## config.mk

```make
export PLATFORM = sky130hd
export DESIGN_NAME = gpio_bank
export DESIGN_NICKNAME = d
export VERILOG_FILES = /design/src/rtl/gpio_bank_pkg.sv /design/src/rtl/gpio_sync_edge.sv /design/src/rtl/gpio_pin_cfg.sv /design/src/rtl/gpio_irq_ctl.sv /design/src/rtl/gpio_bank.sv
export SDC_FILE = /design/constraint.sdc
export NUM_CORES = 1
export LEC_CHECK = 0
export ABC_CLOCK_PERIOD_IN_PS = 2600
export BUFFER_PORTS_ARGS = -buffer_cell sky130_fd_sc_hd__buf_2
export CAP_MARGIN = 10
export CORE_UTILIZATION = 24
export CTS_CLUSTER_DIAMETER = 80
export CTS_CLUSTER_SIZE = 20
export DETAILED_ROUTE_END_ITERATION = 8
export GPL_TIMING_DRIVEN = 0
export HOLD_SLACK_MARGIN = 0.05
export PLACE_DENSITY = 0.51
export SETUP_SLACK_MARGIN = 0.5
export SLEW_MARGIN = 20
export SYNTH_ARGS = -nofsm -noshare
export SYNTH_HDL_FRONTEND = slang
export SYNTH_SLANG_ARGS = --single-unit
```

## constraint.sdc

```tcl
create_clock -name clk -period 2.6 [get_ports clk]
set_input_delay 0.13 -clock clk [delete_from_list [all_inputs] [get_ports clk]]
set_output_delay 0.13 -clock clk [all_outputs]
set_load 0.05 [all_outputs]
```

## src/rtl/gpio_bank_pkg.sv

```systemverilog
package gpio_bank_pkg;

  localparam int unsigned OFS_W = 8;

  localparam logic [OFS_W-1:0] OFS_DATA    = 8'h00;
  localparam logic [OFS_W-1:0] OFS_DSET    = 8'h04;
  localparam logic [OFS_W-1:0] OFS_DCLR    = 8'h08;
  localparam logic [OFS_W-1:0] OFS_PDIS    = 8'h0C;
  localparam logic [OFS_W-1:0] OFS_DIR     = 8'h10;
  localparam logic [OFS_W-1:0] OFS_DIRSET  = 8'h14;
  localparam logic [OFS_W-1:0] OFS_DIRCLR  = 8'h18;
  localparam logic [OFS_W-1:0] OFS_ALT     = 8'h20;
  localparam logic [OFS_W-1:0] OFS_RMSK    = 8'h40;
  localparam logic [OFS_W-1:0] OFS_FMSK    = 8'h44;
  localparam logic [OFS_W-1:0] OFS_STAT    = 8'h48;
  localparam logic [OFS_W-1:0] OFS_ICLR    = 8'h4C;

  typedef struct packed {
    logic data_wr;
    logic data_set;
    logic data_clr;
    logic pdis_wr;
    logic dir_wr;
    logic dir_set;
    logic dir_clr;
    logic alt_wr;
    logic rmsk_wr;
    logic fmsk_wr;
    logic int_clr;
  } wr_strobe_t;

  function automatic wr_strobe_t decode_write(input logic en, input logic [OFS_W-1:0] ofs);
    wr_strobe_t s;
    s = '0;
    if (en) begin
      unique case (ofs)
        OFS_DATA:   s.data_wr  = 1'b1;
        OFS_DSET:   s.data_set = 1'b1;
        OFS_DCLR:   s.data_clr = 1'b1;
        OFS_PDIS:   s.pdis_wr  = 1'b1;
        OFS_DIR:    s.dir_wr   = 1'b1;
        OFS_DIRSET: s.dir_set  = 1'b1;
        OFS_DIRCLR: s.dir_clr  = 1'b1;
        OFS_ALT:    s.alt_wr   = 1'b1;
        OFS_RMSK:   s.rmsk_wr  = 1'b1;
        OFS_FMSK:   s.fmsk_wr  = 1'b1;
        OFS_ICLR:   s.int_clr  = 1'b1;
        default:    s = '0;
      endcase
    end
    return s;
  endfunction

endpackage

```

## src/rtl/gpio_sync_edge.sv

```systemverilog
module gpio_sync_edge #(
  parameter int unsigned N      = 32,
  parameter int unsigned STAGES = 2
) (
  input  logic         clk,
  input  logic         rst_n,
  input  logic [N-1:0] async_in,
  output logic [N-1:0] level,
  output logic [N-1:0] rise,
  output logic [N-1:0] fall
);

  localparam int unsigned DEPTH = STAGES + 1;

  logic [N-1:0] chain [DEPTH];

  for (genvar g = 0; g < DEPTH; g++) begin : g_stage
    if (g == 0) begin : g_first
      always_ff @(posedge clk) begin
        if (!rst_n) chain[g] <= '0;
        else        chain[g] <= async_in;
      end
    end else begin : g_next
      always_ff @(posedge clk) begin
        if (!rst_n) chain[g] <= '0;
        else        chain[g] <= chain[g-1];
      end
    end
  end

  assign level = chain[STAGES-1];
  assign rise  = chain[STAGES-1] & ~chain[STAGES];
  assign fall  = ~chain[STAGES-1] & chain[STAGES];

endmodule

```

## src/rtl/gpio_pin_cfg.sv

```systemverilog
module gpio_pin_cfg
  import gpio_bank_pkg::*;
#(
  parameter int unsigned N = 32
) (
  input  logic         clk,
  input  logic         rst_n,
  input  wr_strobe_t   stb,
  input  logic [N-1:0] wd,
  output logic [N-1:0] data_q,
  output logic [N-1:0] dir_q,
  output logic [N-1:0] pdis_q,
  output logic [N-1:0] alt_q
);

  always_ff @(posedge clk) begin
    if (!rst_n) begin
      data_q <= '0;
      dir_q  <= '0;
      pdis_q <= '0;
      alt_q  <= '0;
    end else begin
      if (stb.data_wr)       data_q <= wd;
      else if (stb.data_set) data_q <= data_q | wd;
      else if (stb.data_clr) data_q <= data_q & ~wd;

      if (stb.dir_wr)        dir_q <= wd;
      else if (stb.dir_set)  dir_q <= dir_q | wd;
      else if (stb.dir_clr)  dir_q <= dir_q & ~wd;

      if (stb.pdis_wr)       pdis_q <= wd;
      if (stb.alt_wr)        alt_q  <= wd;
    end
  end

endmodule

```

## src/rtl/gpio_irq_ctl.sv

```systemverilog
module gpio_irq_ctl
  import gpio_bank_pkg::*;
#(
  parameter int unsigned N = 32
) (
  input  logic         clk,
  input  logic         rst_n,
  input  wr_strobe_t   stb,
  input  logic [N-1:0] wd,
  input  logic [N-1:0] rise,
  input  logic [N-1:0] fall,
  output logic [N-1:0] rmsk_q,
  output logic [N-1:0] fmsk_q,
  output logic [N-1:0] stat_q,
  output logic         irq
);

  logic [N-1:0] clr_mask;
  logic [N-1:0] hits;
  logic [N-1:0] stat_d;

  always_comb begin
    clr_mask = stb.int_clr ? wd : '0;
    hits     = (rise & rmsk_q) | (fall & fmsk_q);
    stat_d   = (stat_q & ~clr_mask) | hits;
  end

  always_ff @(posedge clk) begin
    if (!rst_n) begin
      rmsk_q <= '0;
      fmsk_q <= '0;
      stat_q <= '0;
    end else begin
      if (stb.rmsk_wr) rmsk_q <= wd;
      if (stb.fmsk_wr) fmsk_q <= wd;
      stat_q <= stat_d;
    end
  end

  assign irq = |stat_q;

endmodule

```

## src/rtl/gpio_bank.sv

```systemverilog
module gpio_bank
  import gpio_bank_pkg::*;
#(
  parameter int unsigned N      = 32,
  parameter int unsigned ADDR_W = 12
) (
  input  logic              clk,
  input  logic              rst_n,
  input  logic [ADDR_W-1:0] addr,
  input  logic              wr_en,
  input  logic [N-1:0]      wr_data,
  output logic [N-1:0]      rd_data,
  input  logic [N-1:0]      pin_in,
  output logic [N-1:0]      pin_out,
  output logic [N-1:0]      pin_oe,
  output logic [N-1:0]      pull_up,
  output logic [N-1:0]      pull_down,
  output logic [N-1:0]      alt_sel,
  output logic              irq
);

  localparam int unsigned SYNC_STAGES = 2;

  logic [ADDR_W-1:0] addr_hi;
  logic              in_win;
  logic [OFS_W-1:0]  ofs;
  wr_strobe_t        stb;

  logic [N-1:0] data_q, dir_q, pdis_q, alt_q;
  logic [N-1:0] rmsk_q, fmsk_q, stat_q;
  logic [N-1:0] lvl, rise, fall;
  logic [N-1:0] pull_on;

  assign addr_hi = addr >> OFS_W;
  assign in_win  = (addr_hi == '0);
  assign ofs     = {addr[OFS_W-1:2], 2'b00};
  assign stb     = decode_write(wr_en && in_win, ofs);

  gpio_sync_edge #(.N(N), .STAGES(SYNC_STAGES)) u_sync (
    .clk      (clk),
    .rst_n    (rst_n),
    .async_in (pin_in),
    .level    (lvl),
    .rise     (rise),
    .fall     (fall)
  );

  gpio_pin_cfg #(.N(N)) u_cfg (
    .clk    (clk),
    .rst_n  (rst_n),
    .stb    (stb),
    .wd     (wr_data),
    .data_q (data_q),
    .dir_q  (dir_q),
    .pdis_q (pdis_q),
    .alt_q  (alt_q)
  );

  gpio_irq_ctl #(.N(N)) u_irq (
    .clk    (clk),
    .rst_n  (rst_n),
    .stb    (stb),
    .wd     (wr_data),
    .rise   (rise),
    .fall   (fall),
    .rmsk_q (rmsk_q),
    .fmsk_q (fmsk_q),
    .stat_q (stat_q),
    .irq    (irq)
  );

  always_comb begin
    rd_data = '0;
    if (in_win) begin
      case (ofs)
        OFS_DATA: rd_data = (dir_q & data_q) | (~dir_q & lvl);
        OFS_PDIS: rd_data = pdis_q;
        OFS_DIR:  rd_data = dir_q;
        OFS_ALT:  rd_data = alt_q;
        OFS_RMSK: rd_data = rmsk_q;
        OFS_FMSK: rd_data = fmsk_q;
        OFS_STAT: rd_data = stat_q;
        default:  rd_data = '0;
      endcase
    end
  end

  assign pull_on   = ~dir_q & ~pdis_q;
  assign pin_out   = data_q;
  assign pin_oe    = dir_q;
  assign pull_up   = pull_on & data_q;
  assign pull_down = pull_on & ~data_q;
  assign alt_sel   = alt_q;

endmodule

```

### Yosys cells after proc, flatten, opt, wreduce, memory -nomap -nowiden

Memories as Yosys holds them, arrays and structs flattened.
Cells that the tools add are included.
W data, S select, Z words.

| storage, ports and cells | value |
|---|---|
| output and inout port bits | 193 |
| memory bits (writable) | 96 |
| memories kept | 1 |
| register bits | 224 |
| logic and storage cells | 78 |
| input bits | 79 |

| cells by class | value |
|---|---|
| mux-type cells | 26 |
| reductions and logical operators | 6 |
| eq/ne operators | 11 |
| bitwise operators | 27 |

Memory list:

| memory | depth | bits a word | rd ports | clocked after Yosys merged registers in | wr ports | line | RTL |
|---|---|---|---|---|---|---|---|
| u_sync.chain | 3 | 32 | 3 | 0 | 3 | gpio_sync_edge.sv:15 | `logic [N-1:0] chain [DEPTH];` |

Operators with widths:

| cell | count |
|---|---|
| $and A32 B32 Y32 | 12 |
| $mux W32 | 11 |
| $not A32 Y32 | 7 |
| $pmux W32 S7 | 1 |
| $or A32 B32 Y32 | 5 |
| $reduce_or A32 Y1 | 1 |
| $eq A6 B5 Y1 const B | 4 |
| $eq A6 B3 Y1 const B | 3 |
| $mux W1 | 13 |
| $eq A6 B2 Y1 const B | 2 |
| $logic_not A12 Y1 | 1 |
| $mux W11 | 1 |
| $logic_not A8 Y1 | 1 |
| $eq A6 B1 Y1 const B | 1 |
| $eq A6 B4 Y1 const B | 1 |
| $reduce_bool A3 Y1 | 2 |
| $or A1 B1 Y1 | 3 |
| $logic_and A1 B1 Y1 | 1 |

### Logic depth before layout (Yosys ltp)

| depth | value |
|---|---|
| depth in word-level cells | 7 |
| depth in mapped cells | 7 |
| gate-level depth less buffers | 4 |

### Hierarchy

Synthesis repeated with hierarchy kept, for this count alone.

| unflattened totals | value |
|---|---|
| cells, all modules | 1506 |
| area, all modules | 14717.9 µm² |

By module, submodules not included:

| module | area each (µm²) | sequential area each (µm²) | times used | cells each |
|---|---|---|---|---|
| gpio_pin_cfg | 5082.4 | 2562.5 | 1 | 494 |
| gpio_irq_ctl | 3797.4 | 1921.8 | 1 | 352 |
| gpio_sync_edge | 3004.1 | 1921.8 | 1 | 266 |
| gpio_bank | 2834.0 | 0.0 | 1 | 394 |

### Worst setup path before layout

OpenSTA, ideal clock, no wires.

| path | value |
|---|---|
| kind | input -> output |
| start | input port addr[5] |
| end | output port rd_data[15] |
| buffers on the path | 3 |
| data required time | 2.470 ns |
| stages on the path | 7 |
| arrival time | 2.376 ns |
| slack | 0.094 ns |
| cells stage by stage | buf_2 -> nor4b_2 -> and2_1 -> buf_2 -> clkbuf_1 -> a22oi_1 -> a31oi_1 |

| on the way | value |
|---|---|
| longest elaborated chain between the ends | 3 |
| elaborated cells on any way between the ends | 9 |
| classes of those cells | eq/ne (6); mux (2); reduce/logical (1) |

Ends and longest elaborated chain:

| element | line | RTL |
|---|---|---|
| start: declaration | gpio_bank.sv:9 | `input logic [ADDR_W-1:0] addr,` |
| $eq A6 B5 Y1, or another cell as far along | gpio_bank.sv:75 | `case (ofs)` |
| $pmux W32 S7 * | gpio_bank.sv:75 |  |
| $mux W32 * | gpio_bank.sv:74 | `if (in_win) begin` |
| end: declaration | gpio_bank.sv:12 | `output logic [N-1:0] rd_data,` |

Every way passes the cells marked *; elsewhere a longest branch is shown, timed or not.

### Worst setup path in the final report

| path | value |
|---|---|
| start | input port addr[7] |
| end | output port rd_data[26] |

Same word-level chain as after synthesis.

==> out/metrics.csv <==
metric,value,unit
number of filler cells placed in the layout,5933,
global-route wire length before repair,91200,um
synthesized area,13900,um^2
CTS tree,yes,
io pins,272,
Logic pwr share,7.1,%
Die W,243,um
commonest cells in the netlist,"dfxtp_1 (320), nand2_1 (180), o21ai_0 (135)",
"Reg clk slew, reported paths",0.09,ns
sinks on the clock net,320,
slew of the pin with the lowest slew margin,0.918,ns
number of nets in the layout,2012,
Core Region,56800,um^2
Achievable Freq,468,MHz
GRT Overall Usage,20.7,%
CTS Buf Count,21,
Crit Path Category,in2out,
crit path max fanout,10,
RSZ-0062 raised after global routing,yes,
initial antenna violation count,9,
slew margin rel.,38.8,%
detailed placement HPWL,44600,um
Critical Path AT,2.01,ns
syn nets,1665,
R2R Setup Slk,1.69,ns
antenna-violating nets left,0,
Setup crit end kind,output port,
first drt pass iteration count,5,
CP peak stage delay,0.55,ns
clock tree buffer depth,3,
Root Buffer,clkbuf_16,
"Seq/Total Area, Yosys",46.0,%
share of cells above drive strength 1,23.6,%
Main synth FF type,dfxtp_1,
Initial Utilization,24.5,%
average size of a mapped cell,8.78,um^2
clock share of power,37.1,%
Synth Register Bits,320,
wire per inst,23.7,um
WP buf/inv,3,
P_leak,6.80,nW
switching power,2.26,mW
Row Count,87,
"count leader, synth",dfxtp_1,
Yosys cell types,49,
die area,59000,um^2
Overall Power,8.96,mW
"delay-heaviest family, CP",simple AND/OR/NAND/NOR gates,
latest clock arrival within the worst-skew pair,0.54,ns
CP Cell Sequence,"buf_2, or4_4, nor2_4, buf_8, a22oi_1, a41oi_4, buf_6",
Area after DPL,16400,um^2
via count,14083,
Area contributors post-synth,"dfxtp_1 (46%), a32o_1 (5.2%), nand2_1 (4.9%), o21ai_0 (4.9%), and2_1 (4.6%)",
via count of the first global-routing pass,13360,
Pins Over Slew Limit,0,
Worst Hold Class,in2reg,
Worst path slowest cell,or4_4,
final setup fails,0,
drc violations,0,
Sw Share,25.3,%
fin crit share,82.2,%
PortBufs,236,
cell count after synthesis,1586,
H-tree Lvls,1,
final WL,63900,um
die height,243,um
Worst Skew,0.0203,ns
DRT iter0 DRCs,1299,
VDD IR max,365,uV
Syn-to-layout area delta,32.8,%
max cap viols,0,
cell taking the most area after synthesis,dfxtp_1,
via/cell ratio,5.23,
pin count of the biggest net entering global routing,21,
design area,18500,um^2
yosys warns,0,
Seq pwr share,55.8,%
Post-synth EDFFs,0,
post-synth top area share,46.0,%
status,completed,
internal power,6.70,mW
Setup crit start kind,input port,
P per Cell Area,484,nW/um^2
Fin. Hold Viols,0,
"FFs w/ async S/R, synth",0,%
GPL Wtd Cong,0.886,
worst endpoint required time,2.47,ns
Tmin final,2.14,ns
grt total ovfl,0,
==> power by group through the flow <==
stage	Combinational (mW)	Clock, mW	Sequential (mW)
3_5_place_dp	0.500	0	5.11
3_3_place_gp	0.494	0	5.11
2_1_floorplan	0.256	0	5.10
5_1_grt	0.669	3.56	5.00
6_report	0.637	3.33	4.99
4_1_cts	0.623	3.40	4.99
==> path summary, 6_finish.rpt <==
path,start,to,depth (start not counted)
max,addr[7],rd_data[26],7
min,wr_en,u_cfg.pdis_q[31]$_SDFFE_PN0P_,4
max reg2reg,u_sync.chain[1][26]$_SDFF_PN0_,u_irq.stat_q[26]$_SDFF_PN0_,2
min reg2reg,u_sync.chain[0][30]$_SDFF_PN0_,u_sync.chain[1][30]$_SDFF_PN0_,1
==> logic make-up after synthesis <==
family | count (synthesis) | share of synthesized area [%]
AND/OR/NAND/NOR | 542 | 20.3
AO/OA/AOI/OAI | 485 | 23.5
flip-flops | 320 | 46.0
buffers and inverters | 174 | 5.41
multiplexers | 65 | 4.84
==> tightest hold or removal path: cells and delay by family <==
kind,cells,cell delay (ns)
AO/OA/AOI/OAI,1,0.13
buffers and inverters,1,0.13
AND/OR/NAND/NOR,2,0.26
==> through the flow <==
| step | setup slack (ns) | util [%] | TNS (ns) | std cells | hold slack [ns] |
|---|---|---|---|---|---|
| after detailed placement | -0.614 | 28.8 | -29.07 | 2578 | 0.340 |
| after CTS | 0.471 | 32.3 | 0 | 2689 | 0.100 |
| after global placement | -0.623 | 28.8 | -30.37 | 2578 | 0.344 |
| final | 0.463 | 32.5 | 0 | 2693 | 0.140 |
| after global routing | 0.411 | 32.5 | 0 | 2693 | 0.149 |
| after floorplan | 0.343 | - | 0 | 1586 | 0.257 |
==> cell type report <==
type	count	area (um^2)	area share (%)
multi-input cells	1092	7320	39.6
repair buffers	324	2250	12.2
plain buffers	153	903	4.89
diodes	1	2.50	0.0135
clock inverters	3	40.0	0.217
clock buffers	23	543	2.94
flip-flops and latches	320	6410	34.7
inverters	21	78.8	0.426
well taps	756	946	5.12
==> per-layer routing <==
| metal | up-vias | global-route usage, % | wire length (um) |
|---|---|---|---|
| met2 | 599 | 33.2 | 28800 |
| li1 | 6392 | - | - |
| met5 | - | 0 | 101 |
| met1 | 6952 | 27.6 | 28100 |
| met4 | 16 | 7.38 | 2220 |
| met3 | 124 | 3.95 | 4660 |
==> cell usage in the layout (no fill, tap or decap), types with 9 or more instances in the layout <==
| master | instances |
|---|---|
| nand2_1 | 180 |
| nor3_1 | 32 |
| a31oi_4 | 12 |
| nor3b_1 | 32 |
| a21boi_0 | 32 |
| clkbuf_2 | 12 |
| a31oi_2 | 9 |
| nand3b_1 | 43 |
| a21oi_1 | 96 |
| mux2i_1 | 46 |
| nand3_1 | 32 |
| buf_2 | 250 |
| a32oi_1 | 19 |
| o21a_1 | 32 |
| mux2_2 | 19 |
| buf_4 | 28 |
| and2_1 | 102 |
| buf_6 | 33 |
| clkbuf_1 | 67 |
| a32o_1 | 72 |
| inv_1 | 21 |
| dlygate4sd3_1 | 65 |
| o2bb2ai_1 | 10 |
| dfxtp_1 | 315 |
| clkbuf_8 | 12 |
| o21ai_0 | 135 |
| nor2_1 | 75 |
| a22oi_1 | 49 |
| clkbuf_16 | 24 |
==> timing repair <==
action,in CTS,in global routing
endpoints found under the setup margin,72,82
hold endpoints to repair,229,0
gates resized for setup,164,22
pin swaps,14,10
setup buffers,18,3
hold buffers,65,0
gates cloned,2,0
Power figures use the tool's default switching activity.
